==> config.mk <==
export PLATFORM = sky130hd
export DESIGN_NAME = grp_alias_detect
export DESIGN_NICKNAME = d
export VERILOG_FILES = /design/src/rtl/grp_alias_pkg.sv /design/src/rtl/alias_size_dec.sv /design/src/rtl/alias_occ_fsm.sv /design/src/rtl/alias_entry.sv /design/src/rtl/grp_alias_detect.sv
export SDC_FILE = /design/constraint.sdc
export NUM_CORES = 1
export LEC_CHECK = 0
export ABC_AREA = 1
export BUFFER_PORTS_ARGS = -buffer_cell sky130_fd_sc_hd__buf_2
export CAP_MARGIN = 30
export CELL_PAD_IN_SITES_DETAIL_PLACEMENT = 1
export CELL_PAD_IN_SITES_GLOBAL_PLACEMENT = 2
export CORE_ASPECT_RATIO = 0.5
export CORE_MARGIN = 2
export CORE_UTILIZATION = 40
export DETAILED_ROUTE_END_ITERATION = 12
export PLACE_DENSITY = 0.87
export SLEW_MARGIN = 15
export SYNTH_ARGS = -nofsm -noshare
export SYNTH_HDL_FRONTEND = slang
export SYNTH_HIERARCHICAL = 1
export SYNTH_SLANG_ARGS = --single-unit
export TNS_END_PERCENT = 100
==> constraint.sdc <==
create_clock -name clk -period 5.59 [get_ports clk]
set_input_delay 0.559 -clock clk [delete_from_list [all_inputs] [get_ports clk]]
set_output_delay 0.559 -clock clk [all_outputs]
set_load 0.01 [all_outputs]
==> src/rtl/grp_alias_pkg.sv <==
package grp_alias_pkg;

    // Occupancy of the in-group store table
    typedef enum logic [1:0] {
        OCC_EMPTY   = 2'd0,
        OCC_PARTIAL = 2'd1,
        OCC_FULL    = 2'd2
    } occ_state_e;

    // Largest size code that has its own byte count; larger codes saturate
    localparam int SZ_CODE_MAX = 4;

    // Width of a byte count able to hold 2**SZ_CODE_MAX
    localparam int BYTES_W = SZ_CODE_MAX + 1;

endpackage

==> src/rtl/alias_size_dec.sv <==
module alias_size_dec
    import grp_alias_pkg::*;
#(
    parameter int SZ_W = 3
) (
    input  logic [SZ_W-1:0]    code_i,
    output logic [BYTES_W-1:0] bytes_o
);

    localparam logic [SZ_W-1:0] CODE_SAT = SZ_W'(SZ_CODE_MAX);

    always_comb begin
        if (code_i >= CODE_SAT) begin
            bytes_o = BYTES_W'(1) << SZ_CODE_MAX;
        end else begin
            bytes_o = BYTES_W'(1) << code_i;
        end
    end

endmodule

==> src/rtl/alias_occ_fsm.sv <==
module alias_occ_fsm
    import grp_alias_pkg::*;
#(
    parameter int DEPTH = 4
) (
    input  logic             clk,
    input  logic             rst_n,
    input  logic             clr_i,
    input  logic             st_i,
    output logic [DEPTH-1:0] wr_sel_o,
    output logic             full_o,
    output logic             drop_o
);

    localparam int CNT_W = $clog2(DEPTH + 1);
    localparam logic [CNT_W-1:0] CNT_TOP = CNT_W'(DEPTH);

    occ_state_e       state_q, state_d;
    logic [CNT_W-1:0] cnt_q, cnt_d;
    logic             drop_q, drop_d;

    // State register
    always_ff @(posedge clk or negedge rst_n) begin
        if (!rst_n) begin
            state_q <= OCC_EMPTY;
            cnt_q   <= '0;
            drop_q  <= 1'b0;
        end else begin
            state_q <= state_d;
            cnt_q   <= cnt_d;
            drop_q  <= drop_d;
        end
    end

    // Next state
    always_comb begin
        state_d = state_q;
        cnt_d   = cnt_q;
        drop_d  = clr_i ? 1'b0 : drop_q;
        unique case (state_q)
            OCC_EMPTY: begin
                if (!clr_i && st_i) begin          // store_first
                    cnt_d   = CNT_W'(1);
                    state_d = (DEPTH == 1) ? OCC_FULL : OCC_PARTIAL;
                end
            end
            OCC_PARTIAL: begin
                if (clr_i) begin                   // group_clear
                    state_d = OCC_EMPTY;
                    cnt_d   = '0;
                end else if (st_i) begin           // store_more / store_last
                    cnt_d = cnt_q + CNT_W'(1);
                    if (cnt_d == CNT_TOP) begin
                        state_d = OCC_FULL;
                    end
                end
            end
            OCC_FULL: begin
                if (clr_i) begin                   // group_clear
                    state_d = OCC_EMPTY;
                    cnt_d   = '0;
                end else if (st_i) begin           // store_drop
                    drop_d = 1'b1;
                end
            end
            default: begin
                state_d = OCC_EMPTY;
                cnt_d   = '0;
            end
        endcase
    end

    // Outputs
    always_comb begin
        wr_sel_o = '0;
        full_o   = (state_q == OCC_FULL);
        drop_o   = drop_q;
        if (st_i && !clr_i && (state_q != OCC_FULL)) begin
            for (int i = 0; i < DEPTH; i++) begin
                if (cnt_q == CNT_W'(i)) begin
                    wr_sel_o[i] = 1'b1;
                end
            end
        end
    end

endmodule

==> src/rtl/alias_entry.sv <==
module alias_entry
    import grp_alias_pkg::*;
#(
    parameter int OPD_W = 8,
    parameter int SZ_W  = 3
) (
    input  logic               clk,
    input  logic               rst_n,
    input  logic               clr_i,
    input  logic               wr_i,
    input  logic [SZ_W-1:0]    st_size_i,
    input  logic [OPD_W-1:0]   st_base_i,
    input  logic               st_fc_i,
    input  logic [OPD_W-1:0]   st_first_i,
    input  logic [OPD_W-1:0]   ld_base_i,
    input  logic               ld_fc_i,
    input  logic [OPD_W-1:0]   ld_first_i,
    input  logic [BYTES_W-1:0] ld_bytes_i,
    output logic               hit_o
);

    localparam int SUM_W = ((OPD_W > BYTES_W) ? OPD_W : BYTES_W) + 1;

    logic               vld_q;
    logic [SZ_W-1:0]    size_q;
    logic [OPD_W-1:0]   base_q;
    logic               fc_q;
    logic [OPD_W-1:0]   first_q;

    logic [BYTES_W-1:0] st_bytes;
    logic               same_base;
    logic               exact_m;
    logic               swap_m;
    logic               range_m;
    logic [SUM_W-1:0]   st_lo, ld_lo, st_end, ld_end;

    always_ff @(posedge clk or negedge rst_n) begin
        if (!rst_n) begin
            vld_q   <= 1'b0;
            size_q  <= '0;
            base_q  <= '0;
            fc_q    <= 1'b0;
            first_q <= '0;
        end else if (clr_i) begin
            vld_q <= 1'b0;
        end else if (wr_i) begin
            vld_q   <= 1'b1;
            size_q  <= st_size_i;
            base_q  <= st_base_i;
            fc_q    <= st_fc_i;
            first_q <= st_first_i;
        end
    end

    alias_size_dec #(.SZ_W(SZ_W)) u_sdec (
        .code_i  (size_q),
        .bytes_o (st_bytes)
    );

    always_comb begin
        same_base = (base_q == ld_base_i);
        exact_m   = same_base && (fc_q == ld_fc_i) && (first_q == ld_first_i);
        swap_m    = !fc_q && !ld_fc_i &&
                    (first_q == ld_base_i) && (ld_first_i == base_q);
        st_lo     = SUM_W'(first_q);
        ld_lo     = SUM_W'(ld_first_i);
        st_end    = st_lo + SUM_W'(st_bytes);
        ld_end    = ld_lo + SUM_W'(ld_bytes_i);
        range_m   = 1'b0;
        if (same_base && fc_q && ld_fc_i) begin
            if (st_lo < ld_lo) begin
                range_m = (st_end > ld_lo);
            end else begin
                range_m = (ld_end > st_lo);
            end
        end
        hit_o = vld_q && (exact_m || swap_m || range_m);
    end

endmodule

==> src/rtl/grp_alias_detect.sv <==
module grp_alias_detect
    import grp_alias_pkg::*;
#(
    parameter int DEPTH = 4,
    parameter int OPD_W = 8,
    parameter int SZ_W  = 3
) (
    input  logic             clk,
    input  logic             rst_n,
    input  logic             grp_end_i,
    input  logic             st_valid_i,
    input  logic [SZ_W-1:0]  st_size_i,
    input  logic [OPD_W-1:0] st_base_i,
    input  logic             st_first_const_i,
    input  logic [OPD_W-1:0] st_first_i,
    input  logic             ld_valid_i,
    input  logic [SZ_W-1:0]  ld_size_i,
    input  logic [OPD_W-1:0] ld_base_i,
    input  logic             ld_first_const_i,
    input  logic [OPD_W-1:0] ld_first_i,
    output logic             conflict_o,
    output logic             store_drop_o
);

    logic [DEPTH-1:0]   wr_sel;
    logic [DEPTH-1:0]   hits;
    logic [BYTES_W-1:0] ld_bytes;
    logic               occ_full;

    alias_occ_fsm #(.DEPTH(DEPTH)) u_occ (
        .clk      (clk),
        .rst_n    (rst_n),
        .clr_i    (grp_end_i),
        .st_i     (st_valid_i),
        .wr_sel_o (wr_sel),
        .full_o   (occ_full),
        .drop_o   (store_drop_o)
    );

    alias_size_dec #(.SZ_W(SZ_W)) u_ldec (
        .code_i  (ld_size_i),
        .bytes_o (ld_bytes)
    );

    for (genvar g = 0; g < DEPTH; g++) begin : g_ent
        alias_entry #(.OPD_W(OPD_W), .SZ_W(SZ_W)) u_ent (
            .clk        (clk),
            .rst_n      (rst_n),
            .clr_i      (grp_end_i),
            .wr_i       (wr_sel[g]),
            .st_size_i  (st_size_i),
            .st_base_i  (st_base_i),
            .st_fc_i    (st_first_const_i),
            .st_first_i (st_first_i),
            .ld_base_i  (ld_base_i),
            .ld_fc_i    (ld_first_const_i),
            .ld_first_i (ld_first_i),
            .ld_bytes_i (ld_bytes),
            .hit_o      (hits[g])
        );
    end

    assign conflict_o = ld_valid_i && (|hits);

endmodule

Yosys cells after proc, flatten, opt, wreduce, memory -nomap -nowiden
Index checks and enable logic that the tools add are counted.

storage, ports and cells
  bits in registers = 90
  output and inout port bits = 2

operators by class
  $add $sub $neg = 6
  magnitude comparators = 17
  equal/unequal tests = 31
  shifts and indexed selects = 5
  muxes and demuxes = 41
  bitwise logic cells = 1
  reductions and logical operators = 62

operator list
  kind                 count
  $eq 8x8->1           16
  $gt 9x8->1           8
  $add 8x5->9          5
  $logic_and 1x1->1    35
  $lt 8x8->1           4
  $mux 5               5
  $shl 1x3->5 const A  5
  $mux 1               24
  $ge 3x3->1 const B   5
  $mux 3               4
  $mux 2               5
  $pmux 3 s3           1
  $logic_or 1x1->1     8
  $reduce_and 2->1     4
  $reduce_bool 2->1    4
  $eq 3x2->1 const B   2
  $logic_not 1->1      6
  $pmux 2 s3           1
  $eq 1x1->1           4
  $mux 4               1
  $ne 2x2->1 const B   2
  $reduce_and 4->1     1
  $reduce_or 4->1      1
  $add 3x1->3 const B  1
  11 further kinds     11

Logic depth before layout (Yosys ltp)
Gate-level depths: netlist of run 1.

  depth after elaboration = 10
  mapped depth = 23

Hierarchy
The synthesis of run 1 kept the hierarchy.

modules (own cells, without submodules)
  module                             times used  cells each  area an instance (um2)  sequential area each (um2)
  alias_entry at g_ent[2].u_ent ...  2           304         2262.2                  525.5
  alias_entry at g_ent[0].u_ent      1           311         2257.2                  525.5
  alias_entry at g_ent[1].u_ent      1           287         2235.9                  525.5
  alias_occ_fsm                      1           61          439.2                   150.1
  alias_size_dec                     5           10          37.5                    0.0
  grp_alias_detect                   1           4           16.3                    0.0

Worst setup path before layout of run 1
No wires, ideal clock.

  kind = in2out
  start point = in ld_size_i[2]
  end point = out conflict_o
  data arrival time = 3086 ps
  required time = 5031 ps
  path slack = 1945 ps
  stages = 22
  path buffers = 0
  cell sequence = inv_1 -> nand2_1 -> nor2_1 -> inv_1 -> fa_1 -> o21ai_2 -> xor2_1 -> ha_1 -> nand2_1 -> nor2_1 -> nand2_1 -> nand3_1 -> nand2_1 -> nand2_1 -> nand2_1 -> nand2_1 -> nand2_1 -> nand2_1 -> nand3_2 -> a21oi_2 -> nor2_1 -> a21oi_1

between the ends
  word-level cells in the longest chain between the ends = 10
  elaborated cells between the ends (all ways) = 26
  those cells by class = 1 x add/sub; 5 x order compare; 1 x shift; 9 x mux; 10 x reduce/logical

ends and longest elaborated chain
  element                                    RTL line                                    text
  start, declared                            grp_alias_detect.sv:17                      input logic [SZ_W-1:0] ld_size_i,
  $ge 3x3->1 or $shl 1x3->5 (tied branches)  alias_size_dec.sv:13, alias_size_dec.sv:16
  $mux 5 *                                   alias_size_dec.sv:13                        if (code_i >= CODE_SAT) begin
  via ld_bytes[1]                            grp_alias_detect.sv:27                      logic [BYTES_W-1:0] ld_bytes;
  $add 8x5->9 *                              alias_entry.sv:68                           ld_end = ld_lo + SUM_W'(ld_bytes_i);
  $gt 9x8->1 *                               alias_entry.sv:74                           range_m = (ld_end > st_lo);
  $mux 1 *                                   alias_entry.sv:71                           if (st_lo < ld_lo) begin
  $mux 1 *                                   alias_entry.sv:70                           if (same_base && fc_q && ld_fc_i) begin
  $logic_or 1x1->1 *                         alias_entry.sv:77                           hit_o = vld_q && (exact_m || swap_m || range_m);
  $logic_and 1x1->1 *                        alias_entry.sv:77
  via hits[1]                                grp_alias_detect.sv:26                      logic [DEPTH-1:0] hits;
  $reduce_or 4->1 *                          grp_alias_detect.sv:63                      assign conflict_o = ld_valid_i && (|hits);
  $logic_and 1x1->1 *                        grp_alias_detect.sv:63
  end, declared                              grp_alias_detect.sv:21                      output logic conflict_o,

The timed path passes the listed nets; every way through them passes the cells marked *.

Final worst setup path of run 1
Same ends and word-level chain as after synthesis.

==> run metrics, run 1 <==
status=finished clean; clock buffer depth=2; Detail Route Antenna Nets=0; Slew Viols, Final=0; CP Capture Type=output port; Power Density=514.0 nW/um^2; vias per inst=5.291; CTS buffer count=9; drt pass-1 iters=7; hpwl dp=26.48 mm; IO Pins=47; Nets=~1600; Setup WS post-layout=approximately 770 ps; I/O Buffers=46; WL met2=~15 mm; CP max FO=5; CTS root buf=clkbuf_16; HP Class=input port to asynchronous set/reset pin; Core Region=approximately 24000 sq um; worst clock skew=between 10 and 15 ps; final hold vios=0; Initial Util=0.4045; full die area=roughly 25000 sq um; first-pass GRT wire length=about 52 mm; layout cell share with drive strength beyond 1=0.1096; WP data required=roughly 5000 ps; vias in the first global route=between 9000 and 10000; CP Class=input port to output port; area delta synth->final=8.953%; detailed router's first-iteration violation count=~480; fmax=around 0.21 GHz; Clock Sinks=90; crit path time final=a little under 5000 ps; WL met1=16.76 mm; DIE WIDTH=around 220 microns; worst skew pair latency=360 ps; Worst-path clk slew=70 ps; RSZ-0062 raised after global routing=no; Synth Instances=1320; critical path arrival=4270 ps; Routed WL=around 34 mm; Max Cap Viol=0; Vert. Die Dim=between 100 and 150 microns; fin crit share=0.8631; Setup-failing EPs final=0; max_slew headroom=0.4991; warnings from Yosys=6; setup TNS after final layout=0 ps; met3 wire len=1.289 mm; initial antenna violation count=1; largest net degree at the start of global routing=slightly below 70; post_cts resized=0; syn_nets=1519; Mean Syn Cell Area=roughly 7.3 sq um; pre-CTS WS=roughly 850 ps; Post-CTS Setup Inserts=0; Worst Hold Slack=95.73 ps; row count=40; Area after DPL=around 10000 sq um; cell area after synthesis=just under 10000 sq um; Setup crit start kind=input port; DR WL/cell=roughly 20 microns; grt ovf=0; Highest Signal Layer=met4; Final Cell Area=roughly 11000 sq um; measured slew at the worst slew-check pin=748.6 ps; peak supply drop=0.1557 mV; leak pwr=around 5.7 nW; CTS Hold Buffers Added=0; GRT Total Usage=0.2747; CTS tree=yes; GPL Wtd Cong=0.8736; drt drc=0; vias=8905; H-Tree Depth=3; ANT cells=0
[power by group]
| group | total (W) | switching, W | internal [W] |
|---|---|---|---|
| Clock | 0.000645 | 0.000284 | 0.000361 |
| Sequential | 0.00124 | 0.000335 | 0.000907 |
| Combinational | 0.00352 | 0.00209 | 0.00143 |
| Total | 0.00541 | 0.00271 | 0.00270 |
[worst max-delay path, cell delays in order]
cell     delay [ps]
buf_2           140
inv_1            80
nand2_1          70
nor2_1          470
ha_1            290
inv_1            70
fa_1            420
o21ai_2         210
xor2_1           90
ha_1            300
nand2_1          70
nor2_1          170
nand2_1          80
nand3_1          70
nand2_1          50
nand2_1          60
nand2_1          50
nand2_1          50
nand2_1          40
nand2_1          70
nand3_2          80
a21oi_2         230
nor2_1           80
a21oi_1         260
buf_2           190
[sequential cells by signal, summed over array words and instances (netlist names)]
name / flops
g_ent.u_ent/base_q: 32
g_ent.u_ent/first_q: 32
g_ent.u_ent/size_q: 12
g_ent.u_ent/fc_q: 4
g_ent.u_ent/vld_q: 4
u_occ/cnt_q: 3
u_occ/state_q: 2
u_occ/drop_o: 1
[worst paths after layout]
path | startpoint | cells after the start | to | slack [ps]
hold reg to reg | u_occ/drop_o$_DFF_PN0_ | 2 | u_occ/drop_o$_DFF_PN0_ | 510
max in group asynchronous | rst_n | 3 | g_ent[3].u_ent/first_q[2]$_DFFE_PN0P_ | 4480
setup / recovery | ld_size_i[2] | 25 | conflict_o | 770
min in group clk | u_occ/drop_o$_DFF_PN0_ | 2 | u_occ/drop_o$_DFF_PN0_ | 510
hold / removal | rst_n | 1 | g_ent[2].u_ent/size_q[0]$_DFFE_PN0P_ | 100
setup reg to reg | u_occ/cnt_q[0]$_DFFE_PN0P_ | 8 | g_ent[0].u_ent/size_q[1]$_DFFE_PN0P_ | 3210
[metrics by stage]
stage	utilization	total power (W)	std cells
final	0.4407	0.005408	1683
after global routing	0.4407	0.006035	1683
after CTS	0.4399	0.005428	1682
after detailed placement	0.4273	0.004747	1667
after global placement	0.4273	0.004547	1667
after floorplan	-	0.003815	1320
[layer usage]
layer	vias to the layer above	GRT usage
met4	0	0.07244
met5	-	0
met2	155	0.4567
li1	4331	-
met1	4374	0.3840
met3	45	0.02782
[cell usage in the layout, fill, tap and decap left out, types with 2 or more instances in the layout]
cell / n
nand2_1: 272
inv_1: 208
ha_1: 146
a21oi_1: 131
nor2_1: 116
dfrtp_1: 90
xor2_1: 51
buf_2: 45
nand3_1: 41
xnor2_1: 32
inv_2: 29
mux2_1: 19
nand4_1: 16
o21ai_0: 14
o22ai_1: 12
o21ai_1: 11
clkbuf_16: 9
nor3_1: 9
or2_1: 9
o21ai_2: 8
nand3_2: 8
a21oi_2: 8
fa_1: 8
clkinv_1: 8
mux2_4: 7
buf_4: 7
nor2_2: 6
o21bai_1: 5
nand2_2: 5
mux2_2: 5
o2111ai_1: 4
inv_6: 3
a22o_1: 2
or2_0: 2
o21a_1: 2
nor2_4: 2
nor4_1: 2
a21boi_0: 2
[layout make-up]
type | instances | area (sq um)
inverters | 245 | 919.6
clock inverters | 5 | 61.31
clock buffers | 10 | 239.0
fillers | 3023 | 13350
multi-input cells | 965 | 6357
flip-flops and latches | 90 | 2252
well taps | 315 | 394.1
repair buffers | 53 | 297.8
Power figures use the tool's default switching activity.
==> run 2: changes to the inputs <==
Settings changed: PLACE_DENSITY 0.87 to 0.9.
==> run 2 against run 1 <==
Compared with the run above: first-iteration DRC count up 21%; count of clock-buffer cells in the layout down 1; non-clock buffer count down 1; critical path depth down 1; wire length up 1.3%; clock skew up 1.8 ps; critical endpoint unchanged; largest cell class unchanged; worst hold slack better by 86 ps; clock power down 3%; combinational power about the same; global-route usage up 0.53 points; highest routed layer unchanged; via count up 1.8%; worst setup slack better by 74 ps.
==> run metrics, run 2 (synthesis results as in run 1) <==
setup TNS after final layout=0 ps; row count=40; I/O Buffers=46; Final Cell Area=approximately 10000 sq um; max_slew headroom=0.4935; grt ovf=0; final hold vios=0; Detail Route Antenna Nets=0; largest net degree at the start of global routing=56; area delta synth->final=8.681%; layout cell share with drive strength beyond 1=0.1096; first-pass GRT wire length=53.50 mm; worst setup path start=ld_size_i[2]; Reg-to-Reg Start=u_occ/cnt_q[0]$_DFFE_PN0P_; CP Capture Type=output port; HP Class=input port to asynchronous set/reset pin; Core Region=approximately 24000 sq um; Slew Viols, Final=0; WP data required=5030 ps; Largest regs=g_ent.u_ent/base_q (32), g_ent.u_ent/first_q (32), g_ent.u_ent/size_q (12); GPL Wtd Cong=a little over 0.9; leak pwr=approximately 5.7 nW; Area after DPL=10200 sq um; commonest non-fill, non-tap cells in the layout=272 x nand2_1, 208 x inv_1, 146 x ha_1, 131 x a21oi_1, 116 x nor2_1; Nets=1562; CP delay by family, top=simple AND/OR/NAND/NOR gates; Switching Share=0.5112; CP Class=input port to output port; vias=9066; H-Tree Depth=3; clock share of power=0.115; Setup-failing EPs final=0; worst skew pair latency=360 ps; Clock Sinks=90; Routed WL=34.59 mm; fin crit share=0.8499; post_cts resized=0; fmax=around 0.21 GHz; Power Density=516.8 nW/um^2; Post-CTS Setup Inserts=0; Vert. Die Dim=about 110 microns; commonest non-fill, non-tap cell in the layout=nand2_1; detailed router's first-iteration violation count=584; IO Pins=between 40 and 50; crit-path cells=buf_2 > inv_1 > nand2_1 > nor2_1 > inv_1 > fa_1 > o21ai_2 > xor2_1 > ha_1 > nand2_1 > nor2_1 > nand2_1 > nand3_1 > nand2_1 > nand2_1 > nand2_1 > nand2_1 > nand2_1 > nand2_1 > nand3_2 > a21oi_2 > nor2_1 > a21oi_1 > buf_2; Seq pwr share=0.231; DIE WIDTH=roughly 220 microns; CTS tree=yes; Setup crit start kind=input port; Initial Util=0.4045; RSZ-0062 raised after global routing=no; full die area=approximately 25000 sq um; drt pass-1 iters=4; WP buf/inv=4; Logic pwr share=0.654; critical path arrival=around 4200 ps; clock buffer depth=2; max incr delay on CP=between 500 and 600 ps; Internal Power=approximately 0.0027 W; R2R Setup Slk=between 3000 and 4000 ps; Max Cap Viol=0; peak supply drop=~0.15 mV; CTS root buf=clkbuf_16; DR WL/cell=20.54 microns; Worst-path clk slew=70 ps; hpwl dp=26.83 mm; CTS Hold Buffers Added=0; vias in the first global route=around 9300; CP dominant cell by count=nand2_1; GRT Total Usage=0.2801; measured slew at the worst slew-check pin=757.0 ps; crit path time final=roughly 4800 ps; drt drc=0; initial antenna violation count=1; Net Sw Power=roughly 0.0028 W; CP max FO=8; CTS buffer count=9; status=finished clean; vias per inst=5.384; critical path's slowest cell=nor2_1; worst clock skew=~14 ps
-- run 2: cell type report --
cell class,instances,area (sq um)
diodes,1,2.502
clock buffers,9,225.2
clock inverters,7,66.31
fillers,3040,13380
inverters,245,919.6
multi-input cells,965,6357
flip-flops and latches,90,2252
well taps,315,394.1
repair buffers,52,277.8
-- run 2: routing by layer --
layer  global-route usage  wire length (microns)  up-vias
li1                     -                      -     4330
met1               0.3820                  16630     4443
met2               0.4451                  14810      222
met3              0.04843                   1803       71
met4               0.1093                   1340        0
met5                    0                      0        -
-- run 2: stage by stage --
stage | instances | util | power [W] | hold WS [ps] | worst slack, ps
after floorplan | 1320 | - | 0.003815 | 263.4 | 1945
after global placement | 1667 | 0.4273 | 0.004576 | 475.6 | 1055
after detailed placement | 1667 | 0.4273 | 0.004788 | 479.3 | 871.3
after CTS | 1683 | 0.4395 | 0.005455 | 197.3 | 869.9
after global routing | 1683 | 0.4395 | 0.006027 | 223.0 | 553.0
final | 1684 | 0.4396 | 0.005424 | 181.7 | 839.2
-- run 2: power by group through the flow --
stage | sequential, W | combinational [W] | clock (W)
3_5_place_dp | 0.00126 | 0.00353 | 0
4_1_cts | 0.00125 | 0.00356 | 0.000644
2_1_floorplan | 0.00113 | 0.00269 | 0
6_report | 0.00125 | 0.00355 | 0.000625
5_1_grt | 0.00129 | 0.00407 | 0.000665
3_3_place_gp | 0.00124 | 0.00333 | 0
-- run 2: path summary, 6_finish.rpt --
kind	cells past startpoint	end
worst min-delay path	1	g_ent[3].u_ent/size_q[1]$_DFFE_PN0P_
worst min register to register	2	u_occ/cnt_q[2]$_DFFE_PN0P_
worst max register to register	8	g_ent[3].u_ent/base_q[4]$_DFFE_PN0P_
worst max-delay path	24	conflict_o
max in group asynchronous	2	g_ent[1].u_ent/base_q[6]$_DFFE_PN0P_
min in group clk	2	u_occ/cnt_q[2]$_DFFE_PN0P_
